==> src/rtl/scl_timing_pkg.sv <==
package scl_timing_pkg;

  // Phase of the bus-clock waveform
  typedef enum logic [1:0] {
    PH_IDLE = 2'd0,
    PH_LOW  = 2'd1,
    PH_HIGH = 2'd2
  } scl_phase_e;

  // Number of count fields in the packed configuration word
  localparam int CFG_FIELDS = 3;

  // Field index inside the packed word, lowest field first
  localparam int FLD_CYCLE = 0;
  localparam int FLD_LOW   = 1;
  localparam int FLD_HIGH  = 2;

  // Shortest phase in ticks, so a mid point always lies strictly inside a phase
  localparam int MIN_PHASE_TICKS = 2;

endpackage

==> src/rtl/scl_cfg_shadow.sv <==
module scl_cfg_shadow
  import scl_timing_pkg::*;
#(
  parameter int CNT_W = 10,
  parameter int DIV_W = 8
) (
  input  logic                      clk,
  input  logic                      rst_n,
  input  logic                      capture,
  input  logic                      use_word,
  input  logic [CFG_FIELDS*CNT_W-1:0] word,
  input  logic [DIV_W-1:0]          div_in,
  input  logic [CNT_W-1:0]          high_in,
  input  logic [CNT_W-1:0]          low_in,
  input  logic [CNT_W-1:0]          cycle_in,
  output logic [DIV_W-1:0]          div_last,
  output logic [CNT_W-1:0]          high_last,
  output logic [CNT_W-1:0]          low_last,
  output logic [CNT_W-1:0]          high_mid,
  output logic [CNT_W-1:0]          low_mid
);

  localparam logic [CNT_W-1:0] MIN_PH = CNT_W'(MIN_PHASE_TICKS);
  localparam logic [CNT_W-1:0] ONE    = CNT_W'(1);

  logic [CNT_W-1:0] fld [CFG_FIELDS];

  genvar g;
  generate
    for (g = 0; g < CFG_FIELDS; g++) begin : g_unpack
      assign fld[g] = word[g*CNT_W +: CNT_W];
    end
  endgenerate

  logic [CNT_W-1:0] h_sel, l_sel, c_sel;
  logic [CNT_W:0]   hl_sum;
  logic [CNT_W-1:0] l_ext, h_eff, l_eff;
  logic [DIV_W-1:0] div_last_d;
  logic [CNT_W-1:0] high_last_d, low_last_d, high_mid_d, low_mid_d;

  always_comb begin
    h_sel  = use_word ? fld[FLD_HIGH]  : high_in;
    l_sel  = use_word ? fld[FLD_LOW]   : low_in;
    c_sel  = use_word ? fld[FLD_CYCLE] : cycle_in;
    hl_sum = {1'b0, h_sel} + {1'b0, l_sel};
    // leftover ticks of the period lengthen the low phase
    l_ext  = (hl_sum < {1'b0, c_sel}) ? (c_sel - h_sel) : l_sel;
    h_eff  = (h_sel < MIN_PH) ? MIN_PH : h_sel;
    l_eff  = (l_ext < MIN_PH) ? MIN_PH : l_ext;
    div_last_d  = (div_in == '0) ? '0 : (div_in - DIV_W'(1));
    high_last_d = h_eff - ONE;
    low_last_d  = l_eff - ONE;
    high_mid_d  = (h_eff >> 1) - ONE;
    low_mid_d   = (l_eff >> 1) - ONE;
  end

  always_ff @(posedge clk or negedge rst_n) begin
    if (!rst_n) begin
      div_last  <= '0;
      high_last <= ONE;
      low_last  <= ONE;
      high_mid  <= '0;
      low_mid   <= '0;
    end else if (capture) begin
      div_last  <= div_last_d;
      high_last <= high_last_d;
      low_last  <= low_last_d;
      high_mid  <= high_mid_d;
      low_mid   <= low_mid_d;
    end
  end

endmodule

==> src/rtl/scl_prescaler.sv <==
module scl_prescaler #(
  parameter int DIV_W = 8
) (
  input  logic             clk,
  input  logic             rst_n,
  input  logic             run,
  input  logic             clr,
  input  logic [DIV_W-1:0] div_last,
  output logic             tick
);

  logic [DIV_W-1:0] cnt_q, cnt_d;

  assign tick = run && (cnt_q == div_last);

  always_comb begin
    cnt_d = cnt_q;
    if (clr)       cnt_d = '0;
    else if (tick) cnt_d = '0;
    else if (run)  cnt_d = cnt_q + DIV_W'(1);
  end

  always_ff @(posedge clk or negedge rst_n) begin
    if (!rst_n) cnt_q <= '0;
    else        cnt_q <= cnt_d;
  end

endmodule

==> src/rtl/scl_phase_seq.sv <==
module scl_phase_seq
  import scl_timing_pkg::*;
#(
  parameter int CNT_W = 10
) (
  input  logic             clk,
  input  logic             rst_n,
  input  logic             enable,
  input  logic             scl_in,
  input  logic             tick,
  input  logic [CNT_W-1:0] high_last,
  input  logic [CNT_W-1:0] low_last,
  input  logic [CNT_W-1:0] high_mid,
  input  logic [CNT_W-1:0] low_mid,
  output logic             run,
  output logic             idle,
  output logic             capture,
  output logic             scl_out,
  output logic             fall_stb,
  output logic             rise_stb,
  output logic             mid_low_stb,
  output logic             mid_high_stb
);

  scl_phase_e       st_q, st_d;
  logic [CNT_W-1:0] pc_q, pc_d;
  logic             fall_d, rise_d, ml_d, mh_d;

  assign run  = (st_q == PH_LOW) || ((st_q == PH_HIGH) && scl_in);
  assign idle = (st_q == PH_IDLE);

  always_comb begin
    st_d    = st_q;
    pc_d    = pc_q;
    fall_d  = 1'b0;
    rise_d  = 1'b0;
    ml_d    = 1'b0;
    mh_d    = 1'b0;
    capture = 1'b0;
    unique case (st_q)
      PH_IDLE: begin
        if (enable) begin
          st_d    = PH_LOW;
          pc_d    = '0;
          fall_d  = 1'b1;
          capture = 1'b1;
        end
      end
      PH_LOW: begin
        if (tick) begin
          if (pc_q == low_last) begin
            st_d   = PH_HIGH;
            pc_d   = '0;
            rise_d = 1'b1;
          end else begin
            pc_d = pc_q + CNT_W'(1);
            ml_d = (pc_q == low_mid);
          end
        end
      end
      PH_HIGH: begin
        if (tick) begin
          if (pc_q == high_last) begin
            pc_d = '0;
            if (enable) begin
              st_d    = PH_LOW;
              fall_d  = 1'b1;
              capture = 1'b1;
            end else begin
              st_d = PH_IDLE;
            end
          end else begin
            pc_d = pc_q + CNT_W'(1);
            mh_d = (pc_q == high_mid);
          end
        end
      end
      default: begin
        st_d = PH_IDLE;
        pc_d = '0;
      end
    endcase
  end

  always_ff @(posedge clk or negedge rst_n) begin
    if (!rst_n) begin
      st_q         <= PH_IDLE;
      pc_q         <= '0;
      scl_out      <= 1'b1;
      fall_stb     <= 1'b0;
      rise_stb     <= 1'b0;
      mid_low_stb  <= 1'b0;
      mid_high_stb <= 1'b0;
    end else begin
      st_q         <= st_d;
      pc_q         <= pc_d;
      scl_out      <= (st_d != PH_LOW);
      fall_stb     <= fall_d;
      rise_stb     <= rise_d;
      mid_low_stb  <= ml_d;
      mid_high_stb <= mh_d;
    end
  end

endmodule

==> src/rtl/scl_timing_gen.sv <==
module scl_timing_gen
  import scl_timing_pkg::*;
#(
  parameter int CNT_W = 10,
  parameter int DIV_W = 8
) (
  input  logic                        clk,
  input  logic                        rst_n,
  input  logic                        enable,
  input  logic                        cfg_packed_sel,
  input  logic [CFG_FIELDS*CNT_W-1:0] cfg_word,
  input  logic [DIV_W-1:0]            div_val,
  input  logic [CNT_W-1:0]            high_val,
  input  logic [CNT_W-1:0]            low_val,
  input  logic [CNT_W-1:0]            cycle_val,
  input  logic                        scl_in,
  output logic                        scl_out,
  output logic                        scl_fall,
  output logic                        scl_rise,
  output logic                        sda_change,
  output logic                        sda_sample
);

  // reset: asserted asynchronously, released on a clock edge
  logic [1:0] rst_sync_q;
  logic       rst_core_n;

  always_ff @(posedge clk or negedge rst_n) begin
    if (!rst_n) rst_sync_q <= 2'b00;
    else        rst_sync_q <= {rst_sync_q[0], 1'b1};
  end
  assign rst_core_n = rst_sync_q[1];

  logic             run, idle, capture, tick;
  logic [DIV_W-1:0] div_last;
  logic [CNT_W-1:0] high_last, low_last, high_mid, low_mid;

  scl_cfg_shadow #(.CNT_W(CNT_W), .DIV_W(DIV_W)) u_shadow (
    .clk       (clk),
    .rst_n     (rst_core_n),
    .capture   (capture),
    .use_word  (cfg_packed_sel),
    .word      (cfg_word),
    .div_in    (div_val),
    .high_in   (high_val),
    .low_in    (low_val),
    .cycle_in  (cycle_val),
    .div_last  (div_last),
    .high_last (high_last),
    .low_last  (low_last),
    .high_mid  (high_mid),
    .low_mid   (low_mid)
  );

  scl_prescaler #(.DIV_W(DIV_W)) u_presc (
    .clk      (clk),
    .rst_n    (rst_core_n),
    .run      (run),
    .clr      (idle),
    .div_last (div_last),
    .tick     (tick)
  );

  scl_phase_seq #(.CNT_W(CNT_W)) u_seq (
    .clk          (clk),
    .rst_n        (rst_core_n),
    .enable       (enable),
    .scl_in       (scl_in),
    .tick         (tick),
    .high_last    (high_last),
    .low_last     (low_last),
    .high_mid     (high_mid),
    .low_mid      (low_mid),
    .run          (run),
    .idle         (idle),
    .capture      (capture),
    .scl_out      (scl_out),
    .fall_stb     (scl_fall),
    .rise_stb     (scl_rise),
    .mid_low_stb  (sda_change),
    .mid_high_stb (sda_sample)
  );

endmodule

==> config.mk <==
export PLATFORM = sky130hd
export DESIGN_NAME = scl_timing_gen
export DESIGN_NICKNAME = d
export VERILOG_FILES = /design/src/rtl/scl_timing_pkg.sv /design/src/rtl/scl_cfg_shadow.sv /design/src/rtl/scl_prescaler.sv /design/src/rtl/scl_phase_seq.sv /design/src/rtl/scl_timing_gen.sv
export SDC_FILE = /design/constraint.sdc
export NUM_CORES = 1
export LEC_CHECK = 0
export BUFFER_PORTS_ARGS = -buffer_cell sky130_fd_sc_hd__buf_2
export CORE_MARGIN = 5
export CORE_UTILIZATION = 60
export DETAILED_ROUTE_END_ITERATION = 7
export GPL_TIMING_DRIVEN = 0
export PLACE_DENSITY_LB_ADDON = 0.15
export SLEW_MARGIN = 10
export SYNTH_ARGS = -nofsm -noshare
export SYNTH_HDL_FRONTEND = slang
export SYNTH_HIERARCHICAL = 1
export SYNTH_SLANG_ARGS = --single-unit
==> constraint.sdc <==
create_clock -name clk -period 3.08 [get_ports clk]
set_input_delay 0 -clock clk [delete_from_list [all_inputs] [get_ports clk]]
set_output_delay 0 -clock clk [all_outputs]
set_load 0.03 [all_outputs]
==> summary.txt, run 1 <==
Run status
  – Status: complete, but fails checks
  – Failing checks: negative setup slack

Global routing
  – First-pass GRT wire length: 30000 µm
  – Initial antenna violation count: 0
  – Pin count of the biggest net entering global routing: 63
  – Total grt overflow: 0
  – Global Route Usage Sum: 0.292
  – Number of global-route vias before repair: 5983

Logic synthesis
  – Post-Syn Nets: 811
  – EDFF count, synth: 0
  – Yosys warnings: 6
  – Synth Instances: 695
  – Synth Cell Area: 6330 µm²
  – Synth Flop Type: dfrtp_1
  – #FFs+latches synth: 75
  – Fraction of registers with async set/reset: 1.00
  – Distinct cells, synth: 73
  – Synth Area per Inst: 9.11 µm²
  – Sequential area share after synthesis: 0.297

Timing
  – Minimum clock period: 4700 ps
  – Fmax achieved: 213 MHz
  – Final Hold Violating Endpoints: 0
  – Final setup viols: 19
  – RSZ-0062 raised after global routing: true
  – Slew Limit Fails: 0
  – Worst setup margin: -1620 ps
  – Final period utilization: 1.52
  – Setup Skew: 15.8 ps
  – Worst-Margin Slew: 701 ps
  – Slew HR: 0.529

Die
  – Io pins: 78
  – Die height: 113 µm
  – Core area: 10300 µm²
  – Die W: 113 µm
  – # rows: 37
  – Initial core utilization: 0.613
  – Die area: 12700 µm²

Finish
  – Post-route cell area: 8340 µm²
  – Fillers: 637
  – Total Nets Final: 961
  – Final Non-Filler Cells: 986
  – Diode count: 0
  – Most frequent cells in the layout: buf_2 (84), dfrtp_1 (69), xnor2_1 (62), nand2_1 (54), buf_4 (53)
  – Layout cells sized above 1: 0.356
  – Post-layout util: 0.808
  – Most common cell after layout, fill and taps aside: buf_2
  – Area growth, synth to finish: 31.7%

Power
  – Worst vdd ir: 281 µV
  – Total Power: 3.31 mW
  – Leakage: 3.73 nW
  – Cell Pwr Density: 397 nW/µm²

Setup path
  – RR Endpoint: u_shadow/low_last[9]$_DFFE_PN0P_
  – Max incr delay on CP: 370 ps
  – Crit path required time: 3320 ps
  – Worst Setup EP: u_shadow/low_mid[8]$_DFFE_PN0P_
  – Crit end category: register
  – R2r startpoint: u_seq/st_q[0]$_DFF_PN0_
  – Slowest-stage cell, CP: nor4_4
  – Startpoint Class: input port
  – Worst-path fanout max: 6
  – Crit Path Class: in -> reg
  – Most frequent CP cell: buf_4
  – R2r setup slk: 20 ps
  – Critical Path AT: 4940 ps
  – R2R depth: 15
  – Critical path launch point: cfg_packed_sel

Clock tree
  – Clk_lat worst skew: 360 ps
  – H-Tree Depth: 3
  – CTS buffer count: 9
  – CTS tree: built
  – Clk sinks: 75
  – Clock-pin slew on the worst setup and hold paths: 80 ps
  – Clk root buf: clkbuf_8
  – Clock Path Buffers: 2

Drt
  – Drt pass-1 iters: 5
  – Routed wire length: 19400 µm
  – Detailed-route wire length per cell: 19.7 µm
  – Avg Vias per Cell: 6.13
  – Initial DRC count: 506
  – Antenna-violating nets left: 0
  – DRC Markers: 0
  – Via count: 6042

Placed design
  – Placed insts: 908
  – RePlAce Congestion: 0.919
  – DP Wirelength: 13400 µm
  – Number of port buffers: 76
  – Dpl ws: -2500 ps
  – Area post-placement: 7160 µm²

Worst hold path
  – HP Start: div_val[1]
  – Worst Hold Class: in -> reg

Job
  – Max_cap viols: 0
==> state kept, by name, summed over array words and instances, names as in the netlist <==
| name | count |
|---|---|
| rst_sync_q | 2 |
| u_seq/scl_out | 1 |
| u_seq/st_q | 2 |
| u_seq/pc_q | 10 |
| u_shadow/low_last | 10 |
| u_seq/mid_high_stb | 1 |
| u_seq/rise_stb | 1 |
| u_seq/mid_low_stb | 1 |
| u_presc/cnt_q | 8 |
| u_shadow/high_mid | 10 |
| u_shadow/div_last | 8 |
| u_shadow/high_last | 10 |
| u_shadow/low_mid | 10 |
| u_seq/fall_stb | 1 |
==> metal layers <==
layer / vias up / track usage / routed length [µm]
li1: 2798 / - / -
met1: 2902 / 0.352 / 7650
met2: 267 / 0.510 / 9750
met3: 75 / 0.0481 / 1070
met4: 0 / 0.138 / 971
met5: - / 0 / 0
==> worst min-delay path by stage <==
stage	endpoint	slack (ps)	depth (start not counted)
2_1_floorplan	rst_sync_q[0]$_DFF_PN0_	-300	0
3_3_place_gp	rst_sync_q[1]$_DFF_PN0_	-220	1
3_5_place_dp	rst_sync_q[0]$_DFF_PN0_	-210	1
4_1_cts	u_shadow/div_last[1]$_DFFE_PN0P_	10	4
5_1_grt	u_shadow/div_last[1]$_DFFE_PN0P_	30	4
6_report	u_shadow/div_last[1]$_DFFE_PN0P_	30	4
==> power breakdown <==
group	internal, mW	total, mW	switching [mW]	leakage, nW
combinational	0.645	1.45	0.801	2.60
sequential	0.986	0.990	0.00375	1.01
clock	0.500	0.874	0.374	0.113
total	2.13	3.31	1.18	3.73
==> cells in the mapped netlist, types with 15 or more instances <==
library cell / number / area share
a21oi_1: 30 / 0.024
a31oi_1: 15 / 0.015
dfrtp_1: 72 / 0.28
ha_1: 41 / 0.081
inv_1: 38 / 0.023
mux2_2: 28 / 0.050
mux2i_1: 29 / 0.046
nand2_1: 57 / 0.034
nand3_1: 20 / 0.016
nand4_1: 15 / 0.015
nor2_1: 33 / 0.020
nor3_1: 22 / 0.017
o21ai_0: 24 / 0.019
xnor2_1: 64 / 0.089
xor2_1: 27 / 0.037
==> final cells by class <==
type	instances	area, µm²	share of cell area
plain buffers	33	323	0.0387
well taps	136	170	0.0204
clock inverters	4	72.6	0.00870
flip-flops and latches	75	1890	0.226
repair buffers	141	931	0.112
clock buffers	12	155	0.0186
inverters	38	149	0.0179
multi-input cells	547	4650	0.558
==> critical path, delay by kind of cell <==
family,cells,cell delay [ps]
buffers and inverters,11,1250
and+or+nand+nor,6,1370
xor gates and xnor gates,2,270
muxes,2,460
AOI/OAI and AO/OA,6,800
adders and majority gates,3,750
==> metrics by stage <==
stage	hold WS [ps]	TNS, ps
after detailed placement	-213	-65370
after floorplan	-296	-26320
final	30.0	-26430
after global routing	28.0	-30140
after CTS	10.2	-25400
after global placement	-216	-59980
==> cell families after synthesis <==
family | synth area share
and+or+nand+nor | 0.171
AOI/OAI and AO/OA | 0.158
xor gates and xnor gates | 0.134
DFF | 0.297
buffers and inverters | 0.0565
muxes | 0.0956
adders and majority gates | 0.0873
other | 0.000592
==> repair_timing <==
item / CTS / global route
cloned: 1 / 0
pin swaps: 39 / 14
gates resized for setup: 63 / 42
hold buffers: 10 / 0
setup endpoints to repair: 48 / 48
setup buffers: 42 / 13
hold endpoints to repair: 10 / 0
No activity file was read; power rests on OpenSTA's default activity.
==> run 2, diff against run 1 <==
CELL_PAD_IN_SITES_DETAIL_PLACEMENT = 1   (was not set)
CELL_PAD_IN_SITES_GLOBAL_PLACEMENT = 1   (was not set)
CORE_UTILIZATION = 46   (was 60)
==> run 2 against run 1 <==
Against the previous run:
- the run still ends with negative setup slack left
- clock skew shrank 5.4 ps
- clock power grew 38%
- combinational power grew 13%
- setup slack lost 230 ps
- non-clock buffer count grew 8
- sequential power is essentially flat
- critical path type unchanged
==> summary.txt, run 2 (synthesized netlist as in run 1, its figures left out) <==
Setup path
  – Worst-path fanout max: 10
  – Critical Path AT: 5160 ps
  – Critical path launch point: cfg_packed_sel
  – R2r startpoint: u_seq/st_q[0]$_DFF_PN0_
  – CP bufs+invs: 7
  – Most frequent CP cell: ha_4
  – Crit end category: register
  – Crit Path Class: in -> reg
  – Max incr delay on CP: 570 ps
  – Crit path required time: 3310 ps
  – Slowest-stage cell, CP: or4_4
  – Top Family by Delay on Critical Path: simple AND/OR/NAND/NOR gates
  – Startpoint Class: input port

Clock tree
  – Clock-pin slew on the worst setup and hold paths: 60 ps
  – CTS buffer count: 9
  – Clk root buf: clkbuf_16
  – Clk_lat worst skew: 350 ps
  – Clk sinks: 75
  – CTS tree: built
  – Clock Path Buffers: 2
  – H-Tree Depth: 3

Finish
  – Layout cells sized above 1: 0.374
  – Most frequent cells in the layout: buf_2 (82), dfrtp_1 (69), xnor2_1 (59), buf_4 (57), nand2_1 (54)
  – Total Nets Final: 969
  – Most common cell after layout, fill and taps aside: buf_2
  – Diode count: 0
  – Area growth, synth to finish: 38.2%
  – Fillers: 1457

Placed design
  – Number of port buffers: 76
  – DP Wirelength: 15600 µm
  – Dpl ws: -2670 ps
  – RePlAce Congestion: 0.852

Timing
  – RSZ-0062 raised after global routing: true
  – Slew HR: 0.356
  – Slew Limit Fails: 0
  – Final Hold Violating Endpoints: 0
  – Worst setup margin: -1840 ps
  – Final setup viols: 19
  – Fmax achieved: 203 MHz
  – Worst-Margin Slew: 957 ps
  – Final period utilization: 1.60
  – Minimum clock period: 4920 ps
  – Sum Neg Setup Slack: -31310 ps
  – Setup Skew: 10.5 ps

Die
  – Io pins: 78
  – Die area: 16200 µm²
  – # rows: 42
  – Initial core utilization: 0.474
  – Die W: 127 µm
  – Die height: 127 µm
  – Core area: 13300 µm²

Power
  – Leakage: 3.89 nW
  – Cell Pwr Density: 438 nW/µm²
  – Worst vdd ir: 314 µV

Global routing
  – Global Route Usage Sum: 0.307
  – First-pass GRT wire length: 38900 µm
  – Initial antenna violation count: 0
  – Number of global-route vias before repair: 7110
  – Pin count of the biggest net entering global routing: 62
  – Total grt overflow: 0

Drt
  – Initial DRC count: 492
  – DRC Markers: 0
  – Antenna-violating nets left: 0
  – Drt pass-1 iters: 5
  – Via count: 6586
  – Routed wire length: 27700 µm
  – Detailed-route wire length per cell: 26.8 µm
  – Avg Vias per Cell: 6.37

Run status
  – Failing checks: negative setup slack
  – Status: complete, but fails checks

Job
  – Max_cap viols: 0

Worst hold path
  – HP Start: div_val[5]
  – Worst Hold Class: in -> reg
run 2: cell count changes in the layout (fill, tap and decap cells not counted), sizes merged:
cell / delta
buf: +5
clkbuf: +4
dlygate4sd3: -2
bufbuf: +1
run 2: worst register-to-register path, stage by stage, from the launching register on:
cell     delay (ps)
dfrtp_2         440
buf_12          140
ha_4            150
a21o_1          160
buf_6           140
nand2_4          80
nor3_4           60
inv_2            90
nor4_4           50
a21oi_2         170
nor2b_2          70
buf_4           130
buf_4           130
buf_4           130
buf_4           120
buf_4           130
buf_4           130
buf_4           130
buf_4           120
buf_4           120
buf_4           120
buf_4           130
run 2: what timing repair did:
item	in CTS	in global routing
gates resized for setup	76	32
pin swaps	35	22
endpoints found under the setup margin	48	49
hold buffers	8	0
hold endpoints to repair	7	0
setup buffers	44	19
cloned	1	0
run 2: layout make-up:
cell class,instances,area [µm²],area share
Tap cell,176,220,0.0252
Clock buffer,12,256,0.0293
Multi-Input combinational cell,547,4770,0.545
Timing Repair Buffer,149,1060,0.121
Clock inverter,4,72.6,0.00830
Buffer,33,330,0.0378
Sequential cell,75,1890,0.216
Inverter,38,149,0.0170
run 2: stage by stage:
stage	utilization	hold WS [ps]	std cells	total power [mW]	instance area, µm²
finish	0.655	19.9	1034	3.83	8750
global route	0.655	26.4	1034	3.95	8750
CTS	0.627	2.99	1015	3.51	8370
detailed placement	0.540	-212	948	2.10	7210
global placement	0.538	-215	947	2.04	7180
floorplan	-	-296	695	1.80	6580
run 2: final timing paths:
check | end | slack (ps) | cells past startpoint
max reg2reg | u_seq/fall_stb$_DFF_PN0_ | 60 | 21
min in group asynchronous | u_shadow/low_mid[4]$_DFFE_PN0P_ | 190 | 0
min | u_shadow/div_last[5]$_DFFE_PN0P_ | 20 | 3
max in group asynchronous | u_seq/scl_out$_DFF_PN1_ | 2250 | 1
min reg2reg | u_shadow/low_mid[4]$_DFFE_PN0P_ | 190 | 0
max | u_shadow/low_last[4]$_DFFE_PN0P_ | -1840 | 29
run 2: power by group:
group	total, mW	internal, mW	leakage, nW	switching (mW)
clock	1.21	0.754	0.159	0.453
combinational	1.64	0.698	2.72	0.938
sequential	0.991	0.987	1.01	0.00432
run 2: per-layer routing:
layer | share of wire | wire [µm] | vias up | GRT usage
met2 | 0.51 | 14200 | 366 | 0.557
met4 | 0.077 | 2130 | 0 | 0.216
met5 | 0 | 0 | - | 0
met1 | 0.36 | 9880 | 3272 | 0.329
li1 | - | - | 2815 | -
met3 | 0.054 | 1490 | 133 | 0.0363
